[src/rtl/tmr_pkg.sv]
package tmr_pkg;

    typedef enum logic [1:0] {
        TM_PRE13   = 2'd0,
        TM_WIDE16  = 2'd1,
        TM_RELOAD8 = 2'd2,
        TM_SPLIT   = 2'd3
    } tmr_mode_e;

    typedef struct packed {
        logic f0;
        logic f1;
        logic pulse;
    } tmr_flag_st_t;

endpackage

[src/rtl/tmr_sync.sv]
module tmr_sync #(
    parameter int STAGES = 2
) (
    input  logic clk,
    input  logic rst_n,
    input  logic cnt_pin,
    input  logic irq_pin,
    output logic cnt_fall,
    output logic irq_lvl
);

    typedef struct packed {
        logic [STAGES-1:0] c;
        logic [STAGES-1:0] i;
        logic              c_prev;
    } sync_st_t;

    sync_st_t st_d, st_q;

    always_comb begin
        st_d      = st_q;
        st_d.c[0] = cnt_pin;
        st_d.i[0] = irq_pin;
        for (int k = 1; k < STAGES; k++) begin
            st_d.c[k] = st_q.c[k-1];
            st_d.i[k] = st_q.i[k-1];
        end
        st_d.c_prev = st_q.c[STAGES-1];
    end

    always_ff @(posedge clk or negedge rst_n) begin
        if (!rst_n) st_q <= '0;
        else        st_q <= st_d;
    end

    assign cnt_fall = st_q.c_prev & ~st_q.c[STAGES-1];
    assign irq_lvl  = st_q.i[STAGES-1];

endmodule

[src/rtl/tmr_core.sv]
module tmr_core
    import tmr_pkg::*;
#(
    parameter int W   = 8,
    parameter int PRE = 5
) (
    input  logic         clk,
    input  logic         rst_n,
    input  logic [1:0]   mode,
    input  logic         split,
    input  logic         tick_lo,
    input  logic         tick_hi,
    input  logic         ld_lo,
    input  logic         ld_hi,
    input  logic [W-1:0] ld_data,
    output logic [W-1:0] lo,
    output logic [W-1:0] hi,
    output logic         ovf_lo,
    output logic         ovf_hi
);

    localparam logic [W-1:0]   ONES  = '1;
    localparam logic [PRE-1:0] PONES = '1;
    localparam logic [W-1:0]   ONE   = W'(1);
    localparam logic [PRE-1:0] PONE  = PRE'(1);
    localparam logic [2*W-1:0] ONE2  = (2*W)'(1);

    typedef struct packed {
        logic [W-1:0] lo;
        logic [W-1:0] hi;
    } core_st_t;

    core_st_t st_d, st_q;

    always_comb begin
        st_d   = st_q;
        ovf_lo = 1'b0;
        ovf_hi = 1'b0;
        if (ld_lo || ld_hi) begin
            if (ld_lo) st_d.lo = ld_data;
            if (ld_hi) st_d.hi = ld_data;
        end else if (split) begin
            if (tick_lo) begin
                st_d.lo = st_q.lo + ONE;
                ovf_lo  = (st_q.lo == ONES);
            end
            if (tick_hi) begin
                st_d.hi = st_q.hi + ONE;
                ovf_hi  = (st_q.hi == ONES);
            end
        end else if (tick_lo) begin
            case (tmr_mode_e'(mode))
                TM_PRE13: begin
                    st_d.lo[PRE-1:0] = st_q.lo[PRE-1:0] + PONE;
                    if (st_q.lo[PRE-1:0] == PONES) begin
                        st_d.hi = st_q.hi + ONE;
                        ovf_lo  = (st_q.hi == ONES);
                    end
                end
                TM_WIDE16: begin
                    {st_d.hi, st_d.lo} = {st_q.hi, st_q.lo} + ONE2;
                    ovf_lo = (st_q.hi == ONES) && (st_q.lo == ONES);
                end
                TM_RELOAD8: begin
                    if (st_q.lo == ONES) begin
                        st_d.lo = st_q.hi;
                        ovf_lo  = 1'b1;
                    end else begin
                        st_d.lo = st_q.lo + ONE;
                    end
                end
                default: ;
            endcase
        end
    end

    always_ff @(posedge clk or negedge rst_n) begin
        if (!rst_n) st_q <= '0;
        else        st_q <= st_d;
    end

    assign lo = st_q.lo;
    assign hi = st_q.hi;

    // reload copies the high byte into the low byte
    p_reload_r4: assert property (@(posedge clk) disable iff (!rst_n)
        (!split && mode == 2'd2 && tick_lo && !ld_lo && !ld_hi && lo == ONES)
        |=> (lo == $past(hi)));

endmodule

[src/rtl/tmr_pair.sv]
module tmr_pair
    import tmr_pkg::*;
#(
    parameter int W    = 8,
    parameter int PRE  = 5,
    parameter int SYNC = 2
) (
    input  logic           clk,
    input  logic           rst_n,
    input  logic           presc_en,
    input  logic           cnt_pin,
    input  logic           irq_pin,
    input  logic           irq_inv,
    input  logic [1:0]     t0_mode,
    input  logic           t0_run,
    input  logic           t0_ct,
    input  logic           t0_gate,
    input  logic           t0_clksel,
    input  logic [1:0]     t1_mode,
    input  logic           t1_run,
    input  logic           t1_ct,
    input  logic           t1_gate,
    input  logic           t1_clksel,
    input  logic           t0_flag_clr,
    input  logic           t1_flag_clr,
    input  logic           ld_en,
    input  logic [1:0]     ld_sel,
    input  logic [W-1:0]   ld_data,
    output logic [2*W-1:0] t0_cnt,
    output logic [2*W-1:0] t1_cnt,
    output logic           t0_flag,
    output logic           t1_flag,
    output logic           t1_ovf_pulse
);

    logic cnt_fall, irq_lvl, gate_lvl;
    logic split, t1_mode_run;
    logic clk_tick0, clk_tick1;
    logic tick0_lo, tick0_hi, tick1;
    logic ld0_lo, ld0_hi, ld1_lo, ld1_hi;
    logic ovf0_lo, ovf0_hi, ovf1_lo, ovf1_hi, ovf1;
    logic [W-1:0] t0_lo, t0_hi, t1_lo, t1_hi;

    tmr_flag_st_t st_d, st_q;

    tmr_sync #(.STAGES(SYNC)) u_sync (
        .clk      (clk),
        .rst_n    (rst_n),
        .cnt_pin  (cnt_pin),
        .irq_pin  (irq_pin),
        .cnt_fall (cnt_fall),
        .irq_lvl  (irq_lvl)
    );

    always_comb begin
        gate_lvl    = irq_lvl ^ irq_inv;
        split       = (tmr_mode_e'(t0_mode) == TM_SPLIT);
        t1_mode_run = (tmr_mode_e'(t1_mode) != TM_SPLIT);
        clk_tick0   = t0_clksel | presc_en;
        clk_tick1   = t1_clksel | presc_en;

        tick0_lo = t0_run & (~t0_gate | gate_lvl) & (t0_ct ? cnt_fall : clk_tick0);
        tick0_hi = split & t1_run & clk_tick1;

        if (split)
            tick1 = t1_mode_run & clk_tick1;
        else
            tick1 = t1_mode_run & t1_run & (~t1_gate | gate_lvl)
                  & (t1_ct ? cnt_fall : clk_tick1);

        ld0_lo = ld_en && (ld_sel == 2'd0);
        ld0_hi = ld_en && (ld_sel == 2'd1);
        ld1_lo = ld_en && (ld_sel == 2'd2);
        ld1_hi = ld_en && (ld_sel == 2'd3);
    end

    tmr_core #(.W(W), .PRE(PRE)) u_t0 (
        .clk     (clk),
        .rst_n   (rst_n),
        .mode    (t0_mode),
        .split   (split),
        .tick_lo (tick0_lo),
        .tick_hi (tick0_hi),
        .ld_lo   (ld0_lo),
        .ld_hi   (ld0_hi),
        .ld_data (ld_data),
        .lo      (t0_lo),
        .hi      (t0_hi),
        .ovf_lo  (ovf0_lo),
        .ovf_hi  (ovf0_hi)
    );

    tmr_core #(.W(W), .PRE(PRE)) u_t1 (
        .clk     (clk),
        .rst_n   (rst_n),
        .mode    (t1_mode),
        .split   (1'b0),
        .tick_lo (tick1),
        .tick_hi (1'b0),
        .ld_lo   (ld1_lo),
        .ld_hi   (ld1_hi),
        .ld_data (ld_data),
        .lo      (t1_lo),
        .hi      (t1_hi),
        .ovf_lo  (ovf1_lo),
        .ovf_hi  (ovf1_hi)
    );

    always_comb begin
        ovf1     = ovf1_lo | ovf1_hi;
        st_d     = st_q;
        st_d.f0  = (st_q.f0 & ~t0_flag_clr) | ovf0_lo;
        st_d.f1  = (st_q.f1 & ~t1_flag_clr) | (split ? ovf0_hi : ovf1);
        st_d.pulse = ovf1;
    end

    always_ff @(posedge clk or negedge rst_n) begin
        if (!rst_n) st_q <= '0;
        else        st_q <= st_d;
    end

    assign t0_cnt       = {t0_hi, t0_lo};
    assign t1_cnt       = {t1_hi, t1_lo};
    assign t0_flag      = st_q.f0;
    assign t1_flag      = st_q.f1;
    assign t1_ovf_pulse = st_q.pulse;

    // a closed gate freezes Timer 0
    p_gate_block_r6: assert property (@(posedge clk) disable iff (!rst_n)
        (!split && t0_gate && !gate_lvl && !ld_en) |=> $stable(t0_cnt));

    // split high byte idles without the Timer 1 run bit
    p_hi_idle_r8: assert property (@(posedge clk) disable iff (!rst_n)
        (split && !t1_run && !ld_en) |=> $stable(t0_hi));

    // in split operation only the high byte may raise the Timer 1 flag
    p_split_t1flag_r9: assert property (@(posedge clk) disable iff (!rst_n)
        (split && !t1_flag && !ovf0_hi) |=> !t1_flag);

    // a pulse after a 16-bit Timer 1 count leaves it at zero
    p_pulse_wrap_r10: assert property (@(posedge clk) disable iff (!rst_n)
        (t1_ovf_pulse && $past(t1_mode) == 2'd1 && !$past(ld_en)) |-> (t1_cnt == '0));

    // Timer 1 in mode 3 holds while Timer 0 is whole
    p_t1_halt_r11: assert property (@(posedge clk) disable iff (!rst_n)
        (!split && t1_mode == 2'd3 && !ld_en) |=> $stable(t1_cnt));

    // a flag without a clear stays set
    p_flag_sticky_r12: assert property (@(posedge clk) disable iff (!rst_n)
        (t0_flag && !t0_flag_clr) |=> t0_flag);

endmodule

[config.mk]
export PLATFORM = sky130hd
export DESIGN_NAME = tmr_pair
export DESIGN_NICKNAME = d
export VERILOG_FILES = /design/src/rtl/tmr_pkg.sv /design/src/rtl/tmr_sync.sv /design/src/rtl/tmr_core.sv /design/src/rtl/tmr_pair.sv
export SDC_FILE = /design/constraint.sdc
export NUM_CORES = 1
export LEC_CHECK = 0
export ABC_AREA = 1
export BUFFER_PORTS_ARGS = -buffer_cell sky130_fd_sc_hd__buf_2
export CAP_MARGIN = 5
export CORE_MARGIN = 1
export CORE_UTILIZATION = 41
export DETAILED_ROUTE_END_ITERATION = 12
export MAX_ROUTING_LAYER = met4
export PLACE_DENSITY_LB_ADDON = 0.15
export SYNTH_ARGS = -nofsm -noshare
export SYNTH_HDL_FRONTEND = slang
export SYNTH_SLANG_ARGS = --single-unit
[constraint.sdc]
create_clock -name clk -period 1.9 [get_ports clk]
set_input_delay 0.38 -clock clk [delete_from_list [all_inputs] [get_ports clk]]
set_output_delay 0.38 -clock clk [all_outputs]
set_load 0.01 [all_outputs]
# --- Word-level counts from Yosys, hierarchy flattened ---
# Index checks and enable logic that the tools add are counted.
totals:
  reg_bits: 40
  latch_bits: 0
  ramBits: 0
  mem_bits_ro: 0
  input_bits: 31
  output_inout_bits: 35
  memories: 0
classes:
  n_addsub: 8
  n_mul: 0
  div_mod_pow: 0
  magnitude_cmp: 0
  n_eq_ne: 22
  shift: 0
  muxes: 39
  n_bitwise: 23
  reduce_logical: 26
ops:
  columns: ["operator", "count"]
  rows:
  - ["$mux 16", 5]
  - ["$mux 8", 10]
  - ["$add 16x1->16 const B", 2]
  - ["$add 8x1->8 const B", 4]
  - ["$eq 8x8->1 const B", 4]
  - ["$pmux 8 s2", 2]
  - ["$pmux 5 s3", 2]
  - ["$mux 1", 16]
  - ["$pmux 3 s2", 2]
  - ["$reduce_and 3->1", 4]
  - ["$reduce_bool 4->1", 3]
  - ["$and 1x1->1", 11]
  - ["$add 5x1->5 const B", 2]
  - ["$eq 2x2->1 const B", 5]
  - ["$eq 5x5->1 const B", 2]
  - ["$reduce_bool 3->1", 3]
  - ["$ne 2x1->1 const B", 4]
  - ["$eq 2x1->1 const B", 3]
  - ["$logic_and 1x1->1", 6]
  - ["$logic_not 2->1", 3]
  - ["$ne 3x1->1 const B", 2]
  - ["$or 1x1->1", 6]
  - ["$pmux 1 s3", 2]
  - ["$not 1->1", 5]
  - ["8 further kinds", 10]

# --- Longest topological paths before layout ---
depth:
  ltp_word: 9
  depth_mapped: 13

# --- Modules after synthesis ---
# A second synthesis with hierarchy kept.
unflattened:
  hier_cells: 550
  area_unflattened_um2: 3493.4
modules_own_cells:
  columns: ["mod", "n_inst", "cells_each", "area_per_inst_um2", "seq_area_each_um2"]
  rows:
  - ["tmr_core at u_t0", 1, 250, 1570.3, 400.4]
  - ["tmr_core at u_t1", 1, 252, 1521.5, 400.4]
  - ["tmr_pair", 1, 41, 266.5, 75.1]
  - ["tmr_sync", 1, 7, 135.1, 125.1]

# --- Worst setup path before layout ---
# Ideal clock, no wire load.
synth_path:
  path_kind: "reg-to-reg"
  from: "reg u_t1.st_q (netlist bit u_t1.lo[0])"
  to: "reg u_t1.st_q (netlist bit u_t1.hi[3])"
  setup_ps: 117
  t_arrival_ps: 1679
  path_slack_ps: 104
  stages_incl_launch_ff: 11
  n_path_buf: 0
  path_cell_list: "dfrtp_1 ha_1 nand2_2 nor2_4 ha_1 o21ai_2 a21boi_2 a21boi_4 nand2_1 nand2_1 nand2_1"
synth_via:
  elab_chain_cells: 4
synth_lines:
  columns: ["element", "line", "rtl"]
  rows:
  - ["start, declared", "tmr_core.sv:33", "core_st_t st_d, st_q;"]
  - ["start signal, assigned", "tmr_core.sv:79", "else st_q <= st_d;"]
  - ["$add 16x1->16", "tmr_core.sv:61", "{st_d.hi, st_d.lo} = {st_q.hi, st_q.lo} + ONE2;"]
  - ["$pmux 8 s2", "tmr_core.sv:52", "case (tmr_mode_e'(mode))"]
  - ["$mux 16", "tmr_core.sv:51", "end else if (tick_lo) begin"]
  - ["$mux 16", "tmr_core.sv:39", "if (ld_lo || ld_hi) begin"]
# Parallel ways exist; a longest one is shown, timed or not. The select of a mux whose other input is x is not followed.
# A chain may end at the register's enable or synchronous reset.

# --- Worst setup path in the final report ---
# Same ends and word-level chain as after synthesis.

==> impl_metrics.json <==
{
  "end_kind": "flip-flop",
  "cts.hold.buffers_added": 0,
  "timing.fmax_ghz": 0.5599,
  "worst_slew_pin_slew_ns": 0.5257,
  "slew-limit-headroom_pct": 64.95,
  "dr.pass1.iters": 5,
  "crit_chain": "ha_1 > nand2_2 > nor2_4 > ha_2 > o21ai_2 > a21boi_2 > a21boi_4 > nand2_1 > nand2_1 > nand2_1",
  "grt_max_degree": 41,
  "core-area_sq_um": 7807,
  "ys_seq_area_share_pct": 30.04,
  "rsz0062_at_grt": "no",
  "finalSetupViolCount": 0,
  "cp.required_ns": 2.10,
  "cp_max_fo": 5,
  "via_count": 3598,
  "cts_setup_buffers": 0,
  "synth_warnings": 0,
  "mappedNetlistNets": 560,
  "clkSlewWorstSetupHoldPaths_ns": 0.09,
  "slowest_stage": "dfrtp_1",
  "cp_common_cell": "nand2_1",
  "htree_levels": 2,
  "clockRootBuffer": "clkbuf_8",
  "die-area_sq_um": 8492,
  "grt_pass1_wl_um": 16290,
  "worst-setup-path-type": "reg -> reg",
  "yosysTopAreaCell": "dfrtp_1",
  "maxSlewViolCount": 0,
  "io_pins": 66,
  "p_clk_share_pct": 16.0,
  "clkSinkCount": 40,
  "synth_edf_count": 0,
  "diodes": 0,
  "post-route-worst-setup-slack_ns": 0.1140,
  "cp-start-kind": "flip-flop",
  "worst_ir_drop_vdd_mv": 0.6799,
  "critPathTopFamily": "compound AO/OA/AOI/OAI gates",
  "nets": 643,
  "syn2layout_area_growth_pct": 20.65,
  "outcome": "completed",
  "period_needed_ns": 1.786,
  "routabilityCongestion": 0.9135,
  "leakage_nw": 2.238,
  "antenna_found_initial": 0,
  "ys_ff_latch": 40,
  "syn_avg_cell_area_sq_um": 6.482,
  "internal_power_mw": 2.417,
  "critPathLaunch": "u_t1.lo[0]",
  "drc": 0,
  "drt_iter0_drc": 175,
  "r2r-end": "u_t1.hi[3]",
  "ys_types": 36,
  "seq_power_share_pct": 34.9,
  "fin_worst_skew_ns": 0.01442,
  "hpwl_um": 7540,
  "grtUsageTotal_pct": 24.84,
  "die-height_um": 92.15,
  "reg2reg_depth": 10,
  "combPwrFrac_pct": 49.0,
  "numCtsBuffers": 5,
  "finalInstanceArea_sq_um": 4020,
  "fin_crit_sh_pct": 94.00,
  "synthFlopType": "dfrtp_1",
  "drive_above_1_share_pct": 21.74,
  "fin_hold_ws_ns": 0.1395,
  "finalWirelength_um": 9750,
  "synth_common_cells": "167 x nand2_1, 60 x inv_1, 51 x nor2_1, 43 x nand3_1, 40 x dfrtp_1",
  "reg2reg_from": "u_t1.lo[0]",
  "insertion_delay_ns": 0.30,
  "syn-cell-area_sq_um": 3332,
  "preCtsSetupSlack_ns": -0.01442,
  "worst-path-buf-inv": 0,
  "reg2reg_slack_ns": 0.11,
  "synthTopCellsByArea": "dfrtp_1 30%, nand2_1 19%, inv_1 6.8%",
  "antenna_left": 0,
  "viasPerCell": 5.140,
  "cap_violations": 0,
  "synthDominantCellAreaShare_pct": 30.04,
  "power_density_nw_per_um2": 1112,
  "first_global_vias": 3396,
  "cts-resized-gates": 0,
  "cts_tree": "yes",
  "final_hold_viol_count": 0,
  "tns_ns": 0,
  "row_count": 32,
  "hp-class": "in -> async",
  "arrival_ns": 1.99,
  "die_w_um": 92.15,
  "avgRoutedWirePerCell_um": 13.93,
  "synth.most_common_cell": "nand2_1",
  "critPathMaxStageDelay_ns": 0.36,
  "clockBufferDepth": 2,
  "start_util_pct": 42.68,
  "async_flop_share_pct": 100.0,
  "globalRouteOverflowTotal": 0,
  "post_dp_cell_area_sq_um": 3870,
  "switching_share_pct": 45.91,
  "p_switching_mw": 2.052,
  "syn_inst": 514,
  "io_buffer_count": 65
}
## per-stage QoR
step                std cells  utilization, %  power, mW
floorplan                 514               -      2.857
global placement          691           49.57      3.696
detailed placement        691           49.57      3.715
CTS                       699           50.99      4.456
global route              700           51.49      4.879
finish                    700           51.49      4.469
## routing by layer
metal	GRT usage, %	share of wire [%]	vias to the layer above	wire (um)
li1	-	-	1816	-
met2	34.76	42	120	4086
met3	4.063	6.2	13	609
met5	-	0	-	0
met4	6.510	1.4	0	136
met1	36.76	50	1649	4917
## final cells by class
type                    instances  area (sq um)
fillers                       837          3787
clock inverters                 3         42.54
well taps                     102         127.6
repair buffers                 80         437.9
multi-input cells             401          2073
clock buffers                   5         68.82
flip-flops and latches         40          1001
inverters                      69         269.0
## sequential cells by signal, summed over array words and instances, names as in the netlist, 3 cells and up
name	cells
u_sync.st_d	3
u_t1.lo	8
u_t0.lo	8
u_t0.hi	8
u_t1.hi	8
## worst max path at each step
stage / end / slack, ns / cells after the start
2_1_floorplan: u_t1.hi[3] / 0.10 / 10
3_3_place_gp: u_t0.hi[5] / 0.03 / 11
3_5_place_dp: u_t0.hi[5] / -0.01 / 11
4_1_cts: u_t1.hi[3] / 0.08 / 10
5_1_grt: u_t1.hi[1] / 0.01 / 9
6_report: u_t1.hi[3] / 0.11 / 10
## placed cells by master, fill, tap and decap left out, drive strengths merged, types with 2 or more instances in the layout
master	instances
a21boi	5
a21oi	26
buf	80
clkbuf	5
dfrtp	40
ha	15
inv	69
nand2	180
nand3	46
nand3b	3
nand4	15
nor2	59
nor3	5
o211ai	2
o21ai	25
o22ai	5
or2	3
xnor2	2
xor2	7
## power groups by stage
stage                     registers [mW]  clock network, mW  logic (mW)
final                               1.56              0.716        2.19
after global routing                1.61              0.780        2.49
after CTS                           1.55              0.744        2.16
after detailed placement            1.57                  0        2.15
after global placement              1.56                  0        2.14
after floorplan                     1.63                  0        1.23
## kinds of logic after synthesis
kind of cell | count (synthesis) | synth area share (%)
and+or+nand+nor | 312 | 42.21
DFF | 40 | 30.04
AOI/OAI and AO/OA | 64 | 11.00
adders and majority gates | 15 | 5.633
xor gates and xnor gates | 9 | 2.366
buffers and inverters | 74 | 8.750
Note: power is estimated with default switching activity, not from simulation.
